<file path="src/rtl/stride_copy_pkg.sv">
package stride_copy_pkg;
  typedef enum logic [2:0] {
    ST_IDLE, ST_CHECK, ST_READ, ST_RESP, ST_WRITE, ST_DONE
  } copy_state_e;

  localparam logic [2:0] REG_SRC       = 3'd0;
  localparam logic [2:0] REG_DST       = 3'd1;
  localparam logic [2:0] REG_SIZE      = 3'd2;
  localparam logic [2:0] REG_IN_SHAPE  = 3'd3;
  localparam logic [2:0] REG_OUT_SHAPE = 3'd4;
  localparam logic [2:0] REG_CTRL      = 3'd5;

  localparam int CTRL_GO_BIT   = 0;
  localparam int CTRL_BUSY_BIT = 1;
  localparam int CTRL_ERR_BIT  = 2;
endpackage

</file>
<file path="src/rtl/stride_cfg_regs.sv">
module stride_cfg_regs
  import stride_copy_pkg::*;
#(
  parameter int ADDR_W = 16,
  parameter int REG_W  = 32
) (
  input  logic              clk,
  input  logic              rst_n,
  input  logic              cfg_we,
  input  logic [2:0]        cfg_waddr,
  input  logic [REG_W-1:0]  cfg_wdata,
  input  logic [2:0]        cfg_raddr,
  output logic [REG_W-1:0]  cfg_rdata,
  input  logic              busy,
  input  logic              clr_go,
  input  logic              set_err,
  output logic              start,
  output logic [ADDR_W+1:0] src_q,
  output logic [ADDR_W+1:0] dst_q,
  output logic [REG_W-1:0]  size_q,
  output logic [REG_W-1:0]  in_shape_q,
  output logic [REG_W-1:0]  out_shape_q
);
  localparam int BADDR_W = ADDR_W + 2;

  logic go_q, err_q;

  // A start is only recognised while the engine is idle.
  assign start = cfg_we && (cfg_waddr == REG_CTRL) && cfg_wdata[CTRL_GO_BIT] && !busy;

  always_ff @(posedge clk) begin
    if (!rst_n) begin
      src_q       <= '0;
      dst_q       <= '0;
      size_q      <= '0;
      in_shape_q  <= '0;
      out_shape_q <= '0;
      go_q        <= 1'b0;
      err_q       <= 1'b0;
    end else begin
      if (cfg_we && !busy) begin
        case (cfg_waddr)
          REG_SRC:       src_q       <= cfg_wdata[BADDR_W-1:0];
          REG_DST:       dst_q       <= cfg_wdata[BADDR_W-1:0];
          REG_SIZE:      size_q      <= cfg_wdata;
          REG_IN_SHAPE:  in_shape_q  <= cfg_wdata;
          REG_OUT_SHAPE: out_shape_q <= cfg_wdata;
          default: ;
        endcase
      end
      if (start)       go_q <= 1'b1;
      else if (clr_go) go_q <= 1'b0;
      if (start)        err_q <= 1'b0;
      else if (set_err) err_q <= 1'b1;
    end
  end

  always_comb begin
    cfg_rdata = '0;
    case (cfg_raddr)
      REG_SRC:       cfg_rdata = REG_W'(src_q);
      REG_DST:       cfg_rdata = REG_W'(dst_q);
      REG_SIZE:      cfg_rdata = size_q;
      REG_IN_SHAPE:  cfg_rdata = in_shape_q;
      REG_OUT_SHAPE: cfg_rdata = out_shape_q;
      REG_CTRL: begin
        cfg_rdata[CTRL_GO_BIT]   = go_q;
        cfg_rdata[CTRL_BUSY_BIT] = busy;
        cfg_rdata[CTRL_ERR_BIT]  = err_q;
      end
      default: cfg_rdata = '0;
    endcase
  end
endmodule

</file>
<file path="src/rtl/stride_walker.sv">
module stride_walker #(
  parameter int ADDR_W  = 16,
  parameter int FIELD_W = 16
) (
  input  logic               clk,
  input  logic               rst_n,
  input  logic               load,
  input  logic               step,
  input  logic [ADDR_W-1:0]  base_word,
  input  logic [FIELD_W-1:0] width_f,
  input  logic [FIELD_W-1:0] gap_f,
  output logic [ADDR_W-1:0]  ptr
);
  // Fields count 16-byte units; one unit is four 32-bit words.
  localparam int RUN_W = FIELD_W + 2;

  logic [RUN_W-1:0]  left_q;
  logic [RUN_W-1:0]  run_words;
  logic [ADDR_W-1:0] gap_words;

  assign run_words = {width_f, 2'b00};
  assign gap_words = ADDR_W'({gap_f, 2'b00});

  always_ff @(posedge clk) begin
    if (!rst_n) begin
      ptr    <= '0;
      left_q <= '0;
    end else if (load) begin
      ptr    <= base_word;
      left_q <= run_words;
    end else if (step) begin
      if (left_q == RUN_W'(1)) begin
        ptr    <= ptr + ADDR_W'(1) + gap_words;
        left_q <= run_words;
      end else begin
        ptr    <= ptr + ADDR_W'(1);
        left_q <= left_q - RUN_W'(1);
      end
    end
  end
endmodule

</file>
<file path="src/rtl/stride_copy_ctrl.sv">
module stride_copy_ctrl
  import stride_copy_pkg::*;
#(
  parameter int CNT_W  = 30,
  parameter int DATA_W = 32
) (
  input  logic              clk,
  input  logic              rst_n,
  input  logic              start,
  input  logic              bad_align,
  input  logic              zero_width,
  input  logic [CNT_W-1:0]  total_words,
  output logic              rd_req_valid,
  input  logic              rd_req_ready,
  input  logic              rd_rsp_valid,
  input  logic [DATA_W-1:0] rd_rsp_data,
  output logic              wr_valid,
  input  logic              wr_ready,
  output logic [DATA_W-1:0] wr_data,
  output logic              walk_load,
  output logic              walk_step,
  output logic              set_err,
  output logic              clr_go,
  output logic              busy,
  output logic              done_irq
);
  copy_state_e       st_q;
  logic [CNT_W-1:0]  left_q;
  logic [DATA_W-1:0] data_q;
  logic              rejected;

  assign rejected = bad_align || zero_width;

  always_ff @(posedge clk) begin
    if (!rst_n) begin
      st_q   <= ST_IDLE;
      left_q <= '0;
      data_q <= '0;
    end else begin
      case (st_q)
        ST_IDLE:  if (start) st_q <= ST_CHECK;
        ST_CHECK: begin
          if (rejected)                 st_q <= ST_IDLE;
          else if (total_words == '0)   st_q <= ST_DONE;
          else begin
            left_q <= total_words;
            st_q   <= ST_READ;
          end
        end
        ST_READ:  if (rd_req_ready) st_q <= ST_RESP;
        ST_RESP:  if (rd_rsp_valid) begin
          data_q <= rd_rsp_data;
          st_q   <= ST_WRITE;
        end
        ST_WRITE: if (wr_ready) begin
          left_q <= left_q - CNT_W'(1);
          st_q   <= (left_q == CNT_W'(1)) ? ST_DONE : ST_READ;
        end
        ST_DONE:  st_q <= ST_IDLE;
        default:  st_q <= ST_IDLE;
      endcase
    end
  end

  assign rd_req_valid = (st_q == ST_READ);
  assign wr_valid     = (st_q == ST_WRITE);
  assign wr_data      = data_q;
  assign walk_load    = (st_q == ST_CHECK) && !rejected;
  assign walk_step    = (st_q == ST_WRITE) && wr_ready;
  assign set_err      = (st_q == ST_CHECK) && rejected;
  assign clr_go       = set_err || (st_q == ST_DONE);
  assign busy         = (st_q != ST_IDLE);
  assign done_irq     = (st_q == ST_DONE);
endmodule

</file>
<file path="src/rtl/stride_copy_engine.sv">
module stride_copy_engine #(
  parameter int ADDR_W = 16,
  parameter int REG_W  = 32
) (
  input  logic              clk,
  input  logic              rst_n,
  input  logic              cfg_we,
  input  logic [2:0]        cfg_waddr,
  input  logic [REG_W-1:0]  cfg_wdata,
  input  logic [2:0]        cfg_raddr,
  output logic [REG_W-1:0]  cfg_rdata,
  output logic              busy,
  output logic              done_irq,
  output logic              rd_req_valid,
  input  logic              rd_req_ready,
  output logic [ADDR_W-1:0] rd_addr,
  input  logic              rd_rsp_valid,
  input  logic [31:0]       rd_rsp_data,
  output logic              wr_valid,
  input  logic              wr_ready,
  output logic [ADDR_W-1:0] wr_addr,
  output logic [31:0]       wr_data
);
  localparam int FIELD_W = REG_W / 2;
  localparam int CNT_W   = REG_W - 2;
  localparam int DATA_W  = 32;
  localparam int NSIDE   = 2;

  logic              start, clr_go, set_err, walk_load, walk_step;
  logic [ADDR_W+1:0] src_q, dst_q;
  logic [REG_W-1:0]  size_q, in_shape_q, out_shape_q;
  logic              bad_align, zero_width;

  logic [ADDR_W-1:0]  side_base  [NSIDE];
  logic [FIELD_W-1:0] side_width [NSIDE];
  logic [FIELD_W-1:0] side_gap   [NSIDE];
  logic [ADDR_W-1:0]  side_ptr   [NSIDE];

  stride_cfg_regs #(.ADDR_W(ADDR_W), .REG_W(REG_W)) u_regs (
    .clk(clk), .rst_n(rst_n),
    .cfg_we(cfg_we), .cfg_waddr(cfg_waddr), .cfg_wdata(cfg_wdata),
    .cfg_raddr(cfg_raddr), .cfg_rdata(cfg_rdata),
    .busy(busy), .clr_go(clr_go), .set_err(set_err), .start(start),
    .src_q(src_q), .dst_q(dst_q), .size_q(size_q),
    .in_shape_q(in_shape_q), .out_shape_q(out_shape_q)
  );

  assign bad_align  = (size_q[1:0] != 2'b00) || (src_q[1:0] != 2'b00) ||
                      (dst_q[1:0] != 2'b00);
  assign zero_width = (in_shape_q[FIELD_W-1:0] == '0) ||
                      (out_shape_q[FIELD_W-1:0] == '0);

  assign side_base[0]  = src_q[ADDR_W+1:2];
  assign side_width[0] = in_shape_q[FIELD_W-1:0];
  assign side_gap[0]   = in_shape_q[REG_W-1:FIELD_W];
  assign side_base[1]  = dst_q[ADDR_W+1:2];
  assign side_width[1] = out_shape_q[FIELD_W-1:0];
  assign side_gap[1]   = out_shape_q[REG_W-1:FIELD_W];

  for (genvar s = 0; s < NSIDE; s++) begin : g_side
    stride_walker #(.ADDR_W(ADDR_W), .FIELD_W(FIELD_W)) u_walk (
      .clk(clk), .rst_n(rst_n),
      .load(walk_load), .step(walk_step),
      .base_word(side_base[s]), .width_f(side_width[s]), .gap_f(side_gap[s]),
      .ptr(side_ptr[s])
    );
  end

  assign rd_addr = side_ptr[0];
  assign wr_addr = side_ptr[1];

  stride_copy_ctrl #(.CNT_W(CNT_W), .DATA_W(DATA_W)) u_ctrl (
    .clk(clk), .rst_n(rst_n),
    .start(start), .bad_align(bad_align), .zero_width(zero_width),
    .total_words(size_q[REG_W-1:2]),
    .rd_req_valid(rd_req_valid), .rd_req_ready(rd_req_ready),
    .rd_rsp_valid(rd_rsp_valid), .rd_rsp_data(rd_rsp_data),
    .wr_valid(wr_valid), .wr_ready(wr_ready), .wr_data(wr_data),
    .walk_load(walk_load), .walk_step(walk_step),
    .set_err(set_err), .clr_go(clr_go),
    .busy(busy), .done_irq(done_irq)
  );
endmodule

</file>
<file path="config.mk">
export PLATFORM = sky130hd
export DESIGN_NAME = stride_copy_engine
export DESIGN_NICKNAME = d
export VERILOG_FILES = /design/src/rtl/stride_copy_pkg.sv /design/src/rtl/stride_cfg_regs.sv /design/src/rtl/stride_walker.sv /design/src/rtl/stride_copy_ctrl.sv /design/src/rtl/stride_copy_engine.sv
export SDC_FILE = /design/constraint.sdc
export NUM_CORES = 1
export LEC_CHECK = 0
export CORE_MARGIN = 5
export CORE_UTILIZATION = 41
export CTS_BUF_LIST = sky130_fd_sc_hd__clkbuf_16
export DETAILED_ROUTE_END_ITERATION = 10
export PLACE_DENSITY = 0.71
export SETUP_SLACK_MARGIN = 0.05
export SYNTH_ARGS = -nofsm -noshare
export SYNTH_HDL_FRONTEND = slang
export SYNTH_HIERARCHICAL = 1
export SYNTH_SLANG_ARGS = --single-unit
</file>
<file path="constraint.sdc">
create_clock -name clk -period 3.8 [get_ports clk]
set_clock_uncertainty 0.2 [all_clocks]
set_input_delay 0.57 -clock clk [delete_from_list [all_inputs] [get_ports clk]]
set_output_delay 0.57 -clock clk [all_outputs]
set_load 0.01 [all_outputs]
</file>
==> Flow_metrics.wiki, run 1 <==
{| class="wikitable"
! Metric !! Value
|-
| Cell types occupying the most area after synthesis || sky130_fd_sc_hd__dfxtp_1 (34%), sky130_fd_sc_hd__mux2i_1 (13%), sky130_fd_sc_hd__nand2_1 (9.8%)
|-
| Count of buffering cells on the critical path with inverters included || 0
|-
| Kind of start point of the critical path || register
|-
| Remaining global-route overflow || 0
|-
| Fraction of synthesized cell area in xor and xnor cells || roughly 2.9%
|-
| Async set-reset flop share out of synthesis || 0%
|-
| Number of hold buffers added after CTS || 0
|-
| Initial antenna violation count || 1
|-
| Iteration-0 DRC count of the detailed router || around 1400
|-
| Arr. time, crit path || ~3.8 ns
|-
| Maximum clock frequency || ~290 MHz
|-
| Max-cap violations || 0
|-
| CP max stage cell || sky130_fd_sc_hd__or4_1
|-
| Vert. Die Dim || between 200 and 250 um
|-
| Total die area || around 42000 um^2
|-
| Buffers inserted by post-CTS timing repair || 0
|-
| Placement-stage cell area || between 15000 and 20000 um^2
|-
| Required time at the worst-slack endpoint || 4.10 ns
|-
| Initial Util || approximately two fifths
|-
| Overall via count from detail_route || between 10000 and 15000
|-
| Final design area excluding fillers || about 19000 um^2
|-
| Number of placed instances, taps included || about 2500
|-
| Post-synthesis share of cell area spent on and, or, nand and nor gates || approximately 23%
|-
| Met3 WL || about 4100 um
|-
| Number of synthesized register bits || roughly 270
|-
| Power per unit of standard cell area || 330 nW/um^2
|-
| Largest delay contributor family on the critical path || simple AND/OR/NAND/NOR gates
|-
| Detailed-routing iteration count for the pre-antenna-repair pass || 6
|-
| Hold Vio Cnt, Final || 0
|-
| Distinct cells, synth || 94
|-
| Number of flops mapped to enable cells by yosys || 0
|-
| M1 WL || approximately 23000 um
|-
| Setup repair after global routing missed its margin || false
|-
| Number of buffers on the longest clock path || 3
|-
| Fraction of the yosys area taken by sequential cells || 34.3%
|-
| Synthesized cell area || between 15000 and 20000 um^2
|-
| CTS clk-pin slew, worst paths || 0.06 ns
|-
| Summed negative setup slack over all endpoints || 0 ns
|-
| Final layout net count || about 2200
|-
| Number of clock buffers inserted by TritonCTS || 30
|-
| Routed wire length on met2 || around 23000 um
|-
| Portion of synthesized cell area occupied by the leading cell type || 34.3%
|-
| Average instance area after synthesis || a little over 8 um^2
|-
| Floorplan Core Area || roughly 38000 um^2
|-
| Slew margin rel. || 36.0%
|-
| Count of nets left with antenna violations after detail routing || 0
|-
| Cell Rows || 71
|-
| Status || finished, final reports clean
|-
| Mux contribution to synthesized area || a little over an eighth
|-
| CTS-repair resized insts || 0
|-
| Cell count after synthesis || ~1900
|-
| H-tree levels || 1
|-
| Number of warnings issued by yosys || 6
|-
| Worst Setup End Kind || register
|-
| Primary flip-flop cell chosen by synthesis mapping || sky130_fd_sc_hd__dfxtp_1
|-
| Syn nets || approximately 2000
|-
| Share of the clock period used by the worst path || about nine tenths
|-
| Port buffer count || between 150 and 200
|-
| CTS tree || done
|-
| Pin count of the biggest net entering global routing || between 100 and 150
|-
| I/O Pins || between 150 and 200
|-
| Min Clock Period, post-route || about 3.5 ns
|-
| Via count of the first global-routing pass || about 14000
|-
| Die outline width || just over 200 um
|-
| Max layer used || met5
|-
| CP Cell Sequence || ha_1 -> and4_1 -> and3_1 -> nand3_1 -> xnor2_1 -> ha_1 -> a21oi_1 -> o21ai_0 -> a21boi_0 -> o41ai_1 -> or4_1 -> nand3_1
|-
| Maximum vdd ir drop || 325 uV
|-
| Total detailed-routing wirelength || a little over 50000 um
|-
| Final Wtd Congestion || approximately 0.96
|-
| Max-slew violation count || 0
|-
| DRC viols || 0
|-
| Vias/cell || ~5.8
|-
| Synth area leader || sky130_fd_sc_hd__dfxtp_1
|-
| Post-DR wirelength/cell || between 20 and 25 um
|-
| First-pass GRT wire length || 80000 um
|-
| Post-DP HPWL || about 37000 um
|-
| Adder-cell share of the synthesized area || between 3 and 4%
|-
| Crit path largest cell delay || between 0.4 and 0.5 ns
|-
| Count of non-filler cells in the finished layout || roughly 2600
|-
| Highest fanout seen on the critical path || 5
|-
| Area growth syn-to-layout || 19.4%
|-
| Post-synthesis compound-gate area fraction || approximately a fifth
|-
| Largest family of logic cells by synthesized area || simple AND/OR/NAND/NOR gates
|-
| Hold Crit Class || register to register
|-
| Worst-Skew Late Latency || between 0.5 and 0.6 ns
|-
| Worst Max-Slew Pin Slew || between 0.9 and 1 ns
|-
| Static Leakage || ~7.4 nW
|-
| Critical path start-end classification || register to register
|-
| Final setup fails || 0
|-
| # clock sinks || approximately 270
|-
| GRT Overall Usage || 23.5%
|-
| Root Driver || sky130_fd_sc_hd__clkbuf_16
|-
| Proportion of layout cells with a drive suffix above 1 || between 6 and 7%
|}
-- cell usage in the layout, fill, tap and decap left out, types with 8 or more instances in the layout --
cell type	n
sky130_fd_sc_hd__clkdlybuf4s50_1	172
sky130_fd_sc_hd__a21oi_1	86
sky130_fd_sc_hd__dfxtp_1	267
sky130_fd_sc_hd__a21o_1	30
sky130_fd_sc_hd__a211oi_1	11
sky130_fd_sc_hd__a31oi_1	12
sky130_fd_sc_hd__nor4_1	21
sky130_fd_sc_hd__o21a_1	11
sky130_fd_sc_hd__nor2_1	105
sky130_fd_sc_hd__o211ai_1	17
sky130_fd_sc_hd__inv_1	38
sky130_fd_sc_hd__nor2b_1	13
sky130_fd_sc_hd__xor2_1	26
sky130_fd_sc_hd__and3_1	16
sky130_fd_sc_hd__o31ai_1	8
sky130_fd_sc_hd__nand2b_1	12
sky130_fd_sc_hd__clkinv_1	9
sky130_fd_sc_hd__nor3_1	31
sky130_fd_sc_hd__buf_4	34
sky130_fd_sc_hd__nand2_1	407
sky130_fd_sc_hd__o22ai_1	21
sky130_fd_sc_hd__xnor2_1	25
sky130_fd_sc_hd__a21boi_0	40
sky130_fd_sc_hd__o21ai_1	11
sky130_fd_sc_hd__clkbuf_16	30
sky130_fd_sc_hd__mux2i_1	196
sky130_fd_sc_hd__ha_1	42
sky130_fd_sc_hd__nand3_1	54
sky130_fd_sc_hd__nand4_1	11
sky130_fd_sc_hd__o21ai_0	103
sky130_fd_sc_hd__or3_1	9
sky130_fd_sc_hd__o221ai_1	10
-- synth_stat cells, types with 9 or more instances --
library cell,number
sky130_fd_sc_hd__nand2_1,407
sky130_fd_sc_hd__dfxtp_1,267
sky130_fd_sc_hd__mux2i_1,196
sky130_fd_sc_hd__nor2_1,105
sky130_fd_sc_hd__o21ai_0,104
sky130_fd_sc_hd__a21oi_1,86
sky130_fd_sc_hd__clkbuf_1,71
sky130_fd_sc_hd__nand3_1,54
sky130_fd_sc_hd__ha_1,42
sky130_fd_sc_hd__a21boi_0,40
sky130_fd_sc_hd__inv_1,35
sky130_fd_sc_hd__nor3_1,31
sky130_fd_sc_hd__a21o_1,30
sky130_fd_sc_hd__buf_2,26
sky130_fd_sc_hd__xor2_1,26
sky130_fd_sc_hd__xnor2_1,25
sky130_fd_sc_hd__nor4_1,21
sky130_fd_sc_hd__o22ai_1,21
sky130_fd_sc_hd__o211ai_1,17
sky130_fd_sc_hd__and3_1,16
sky130_fd_sc_hd__nor2b_1,13
sky130_fd_sc_hd__a31oi_1,12
sky130_fd_sc_hd__nand2b_1,12
sky130_fd_sc_hd__a211oi_1,11
sky130_fd_sc_hd__buf_6,11
sky130_fd_sc_hd__nand4_1,11
sky130_fd_sc_hd__o21a_1,11
sky130_fd_sc_hd__o21ai_1,10
sky130_fd_sc_hd__o221ai_1,10
sky130_fd_sc_hd__or3_1,9
-- layer usage --
layer	up-vias	global-route usage, %
li1	7054	-
met1	7206	32.5
met2	588	37.9
met3	64	4.12
met4	2	6.75
met5	-	0
-- report_power, final --
group / total, W / leakage (nW) / switching, W / internal [W]
combinational: 0.000456 / 4.80 / 0.000257 / 0.000199
sequential: 0.00289 / 2.15 / 0.0000532 / 0.00283
clock: 0.00281 / 0.458 / 0.00124 / 0.00157
-- worst register-to-register path: stages, from the launching register on --
cell	delay, ns
sky130_fd_sc_hd__dfxtp_1	0.42
sky130_fd_sc_hd__ha_1	0.28
sky130_fd_sc_hd__and4_1	0.28
sky130_fd_sc_hd__and3_1	0.28
sky130_fd_sc_hd__nand3_1	0.12
sky130_fd_sc_hd__xnor2_1	0.20
sky130_fd_sc_hd__ha_1	0.31
sky130_fd_sc_hd__a21oi_1	0.23
sky130_fd_sc_hd__o21ai_0	0.18
sky130_fd_sc_hd__a21boi_0	0.21
sky130_fd_sc_hd__o41ai_1	0.13
sky130_fd_sc_hd__or4_1	0.49
sky130_fd_sc_hd__nand3_1	0.09
-- logic make-up after synthesis --
logic type	Yosys count
and+or+nand+nor	744
AOI/OAI and AO/OA	439
DFF	267
muxes	203
buffers and inverters	161
xor gates and xnor gates	51
adders and majority gates	44
-- layout make-up --
class | instances | area (um^2)
multi-input cells | 1481 | 9500
repair buffers | 212 | 2060
flip-flops and latches | 267 | 5350
clock inverters | 25 | 190
fillers | 3504 | 18900
inverters | 38 | 143
clock buffers | 30 | 751
well taps | 511 | 639
diodes | 1 | 2.50
-- state kept, by name, indices dropped and copies added (netlist names) --
register / count
g_side.u_walk/left_q: 36
g_side.u_walk/ptr: 32
u_ctrl/wr_data: 32
u_regs/in_shape_q: 32
u_regs/out_shape_q: 32
u_regs/size_q: 32
u_ctrl/left_q: 30
u_regs/dst_q: 18
u_regs/src_q: 18
u_ctrl/st_q: 3
u_regs/err_q: 1
u_regs/go_q: 1
-- stage by stage --
step                      hold slack (ns)  total power (W)  util (%)  setup slack [ns]
after floorplan                     0.233          0.00318         -             0.607
after global placement              0.243          0.00339      47.1             0.492
after detailed placement            0.248          0.00339      47.1             0.392
after CTS                           0.259          0.00619      49.6             0.339
after global routing                0.290          0.00635      49.6            0.0717
final                               0.260          0.00616      49.6             0.322
-- final timing paths --
kind                           startpoint                        to  slack [ns]  depth (start not counted)
setup / recovery  g_side[1].u_walk/ptr[0]  g_side[1].u_walk/ptr[15]        0.32                         12
setup reg to reg  g_side[1].u_walk/ptr[0]  g_side[1].u_walk/ptr[15]        0.32                         12
hold reg to reg    u_regs/out_shape_q[30]    u_regs/out_shape_q[30]        0.26                          2
hold / removal     u_regs/out_shape_q[30]    u_regs/out_shape_q[30]        0.26                          2
Note: power is estimated with default switching activity, not from simulation.
==> inputs of run 2 (changes only) <==
--- a/config.mk
+++ b/config.mk
@@ -8,7 +8,9 @@
 export CORE_MARGIN = 5
 export CORE_UTILIZATION = 41
 export CTS_BUF_LIST = sky130_fd_sc_hd__clkbuf_16
+export CTS_CLUSTER_SIZE = 20
 export DETAILED_ROUTE_END_ITERATION = 10
+export MAX_ROUTING_LAYER = met4
 export PLACE_DENSITY = 0.71
 export SETUP_SLACK_MARGIN = 0.05
 export SYNTH_ARGS = -nofsm -noshare
==> Flow_metrics.wiki, run 2 (synthesis gave the netlist of run 1 again) <==
{| class="wikitable"
! Metric !! Value
|-
| Slew margin rel. || between 40% and 50%
|-
| Buffers inserted by post-CTS timing repair || 0
|-
| Largest register by flop count || g_side.u_walk/left_q
|-
| Summed negative setup slack over all endpoints || 0 ns
|-
| Kind of start point of the critical path || register
|-
| Overall via count from detail_route || between 10000 and 15000
|-
| Count of nets left with antenna violations after detail routing || 0
|-
| Count of fill cells added during filler insertion || roughly 3500
|-
| Number of clock buffers inserted by TritonCTS || 31
|-
| Final setup fails || 0
|-
| Hold Crit Class || register to register
|-
| I/O Pins || roughly 180
|-
| Min Clock Period, post-route || approximately 3.5 ns
|-
| Critical Path Source || g_side[0].u_walk/ptr[0]
|-
| Crit path largest cell delay || approximately 0.49 ns
|-
| Static Leakage || 7.47 nW
|-
| Die outline width || 205 um
|-
| Via count of the first global-routing pass || between 10000 and 15000
|-
| Vert. Die Dim || between 200 and 250 um
|-
| Worst Setup End Kind || register
|-
| Register-to-register path setup slack || roughly 0.33 ns
|-
| Required time at the worst-slack endpoint || about 4.1 ns
|-
| Root Driver || sky130_fd_sc_hd__clkbuf_16
|-
| Number of buffers on the longest clock path || 3
|-
| Port buffer count || around 180
|-
| Termination of the worst setup path || g_side[0].u_walk/ptr[15]
|-
| Post-DR wirelength/cell || between 20 and 25 um
|-
| Number of hold buffers added after CTS || 0
|-
| Iteration-0 DRC count of the detailed router || 1441
|-
| Status || finished, final reports clean
|-
| Max FFs per register || 36
|-
| Setup repair after global routing missed its margin || false
|-
| Detailed-routing iteration count for the pre-antenna-repair pass || 6
|-
| Vias/cell || ~5.8
|-
| Highest fanout seen on the critical path || 5
|-
| Arr. time, crit path || 3.77 ns
|-
| Proportion of layout cells with a drive suffix above 1 || under 10%
|-
| Highest-count cells in the layout ignoring fill and taps || sky130_fd_sc_hd__nand2_1 (407), sky130_fd_sc_hd__dfxtp_1 (267), sky130_fd_sc_hd__mux2i_1 (196), sky130_fd_sc_hd__clkdlybuf4s50_1 (172), sky130_fd_sc_hd__nor2_1 (105)
|-
| CP max stage cell || sky130_fd_sc_hd__o311ai_0
|-
| Cell Rows || slightly above 70
|-
| GRT Overall Usage || approximately a quarter
|-
| Number of placed instances, taps included || between 2000 and 3000
|-
| Endpoint of the worst register-to-register path || g_side[0].u_walk/ptr[15]
|-
| Startpoint of the lowest-slack hold path || u_regs/in_shape_q[30]
|-
| Leading cell type in the layout, fill and taps excluded || sky130_fd_sc_hd__nand2_1
|-
| Count of non-filler cells in the finished layout || between 2000 and 3000
|-
| H-tree levels || 1
|-
| Final Wtd Congestion || slightly below 1
|-
| DRC viols || 0
|-
| Power per unit of standard cell area || between 300 and 400 nW/um^2
|-
| Pin count of the biggest net entering global routing || around 130
|-
| Total detailed-routing wirelength || 51600 um
|-
| Worst Max-Slew Pin Slew || between 0.7 and 0.8 ns
|-
| Initial antenna violation count || 0
|-
| CTS-repair resized insts || 0
|-
| Max-slew violation count || 0
|-
| CP Cell Sequence || ha_1 -> nand3_1 -> nor2_1 -> nand2_1 -> xnor2_1 -> ha_1 -> o21ai_0 -> o311ai_0 -> a21o_1 -> nand3_1 -> xnor2_1 -> a211oi_1
|-
| Post-DP HPWL || between 30000 and 40000 um
|-
| Diode count || 0
|-
| Floorplan Core Area || between 30000 and 40000 um^2
|-
| Total die area || roughly 42000 um^2
|-
| First-pass GRT wire length || between 70000 and 80000 um
|-
| # clock sinks || ~270
|-
| Max-cap violations || 0
|-
| Area growth syn-to-layout || 20.0%
|-
| Initial Util || about two fifths
|-
| Remaining global-route overflow || 0
|-
| Number of cells traversed by the worst register-to-register path || 12
|-
| Share of the clock period used by the worst path || 91.4%
|-
| Worst-Skew Late Latency || approximately 0.58 ns
|-
| Final layout net count || roughly 2200
|-
| Critical path start-end classification || register to register
|-
| Critical register-to-register path startpoint || g_side[0].u_walk/ptr[0]
|-
| Maximum clock frequency || 288 MHz
|-
| Hold Vio Cnt, Final || 0
|-
| CTS tree || done
|-
| CTS clk-pin slew, worst paths || around 0.060 ns
|-
| Maximum vdd ir drop || between 300 and 400 uV
|}
[run 2: metrics by stage]
stage	hold slack, ns	total power (W)	area [um^2]	util [%]	setup slack, ns
3_5_place_dp	0.252	0.00339	17700	47.1	0.394
2_1_floorplan	0.233	0.00318	15600	-	0.607
4_1_cts	0.260	0.00636	18700	49.8	0.340
5_1_grt	0.286	0.00651	18700	49.8	0.0761
6_report	0.257	0.00634	18700	49.8	0.328
3_3_place_gp	0.243	0.00339	17700	47.1	0.483
[run 2: power by group]
part | leakage, nW | switching (W) | internal [W]
Clock | 0.513 | 0.00125 | 0.00175
Sequential | 2.15 | 0.0000535 | 0.00283
Combinational | 4.81 | 0.000255 | 0.000199
Total | 7.47 | 0.00156 | 0.00479
[run 2: layout make-up]
class                      count  area [um^2]  area share (%)
clock buffer                  31          776            4.14
multi-input combinational   1481         9500            50.7
sequential                   267         5350            28.6
inverter                      38          143           0.762
clock inverter                26          240            1.28
tap                          511          639            3.42
timing repair buffer         213         2080            11.1
[run 2: worst min path at each step]
stage          slack [ns]               endpoint  depth (start not counted)
2_1_floorplan        0.23      u_ctrl/left_q[15]                          2
3_5_place_dp         0.25  u_regs/in_shape_q[30]                          2
4_1_cts              0.26  u_regs/in_shape_q[30]                          2
6_report             0.26  u_regs/in_shape_q[30]                          2
3_3_place_gp         0.24  u_regs/in_shape_q[30]                          2
5_1_grt              0.29     u_ctrl/wr_data[31]                          2
[run 2: worst max-delay path: cells and delay by family (launching register included)]
family	cells	cell delay [ns]
AO/OA/AOI/OAI	4	1.07
AND/OR/NAND/NOR	4	0.73
adder cells (fa/ha/maj)	2	0.62
flip-flops	1	0.42
XOR/XNOR	2	0.35
[run 2: routing by layer]
| metal | up-vias | GRT usage (%) | part of all wire, % | routed length [um] |
|---|---|---|---|---|
| met5 | - | - | 0 | 0 |
| met4 | 0 | 9.26 | 4.7 | 2440 |
| met3 | 113 | 3.64 | 7.8 | 4030 |
| met2 | 624 | 36.4 | 44 | 22700 |
| met1 | 7135 | 32.7 | 44 | 22500 |
| li1 | 7054 | - | - | - |
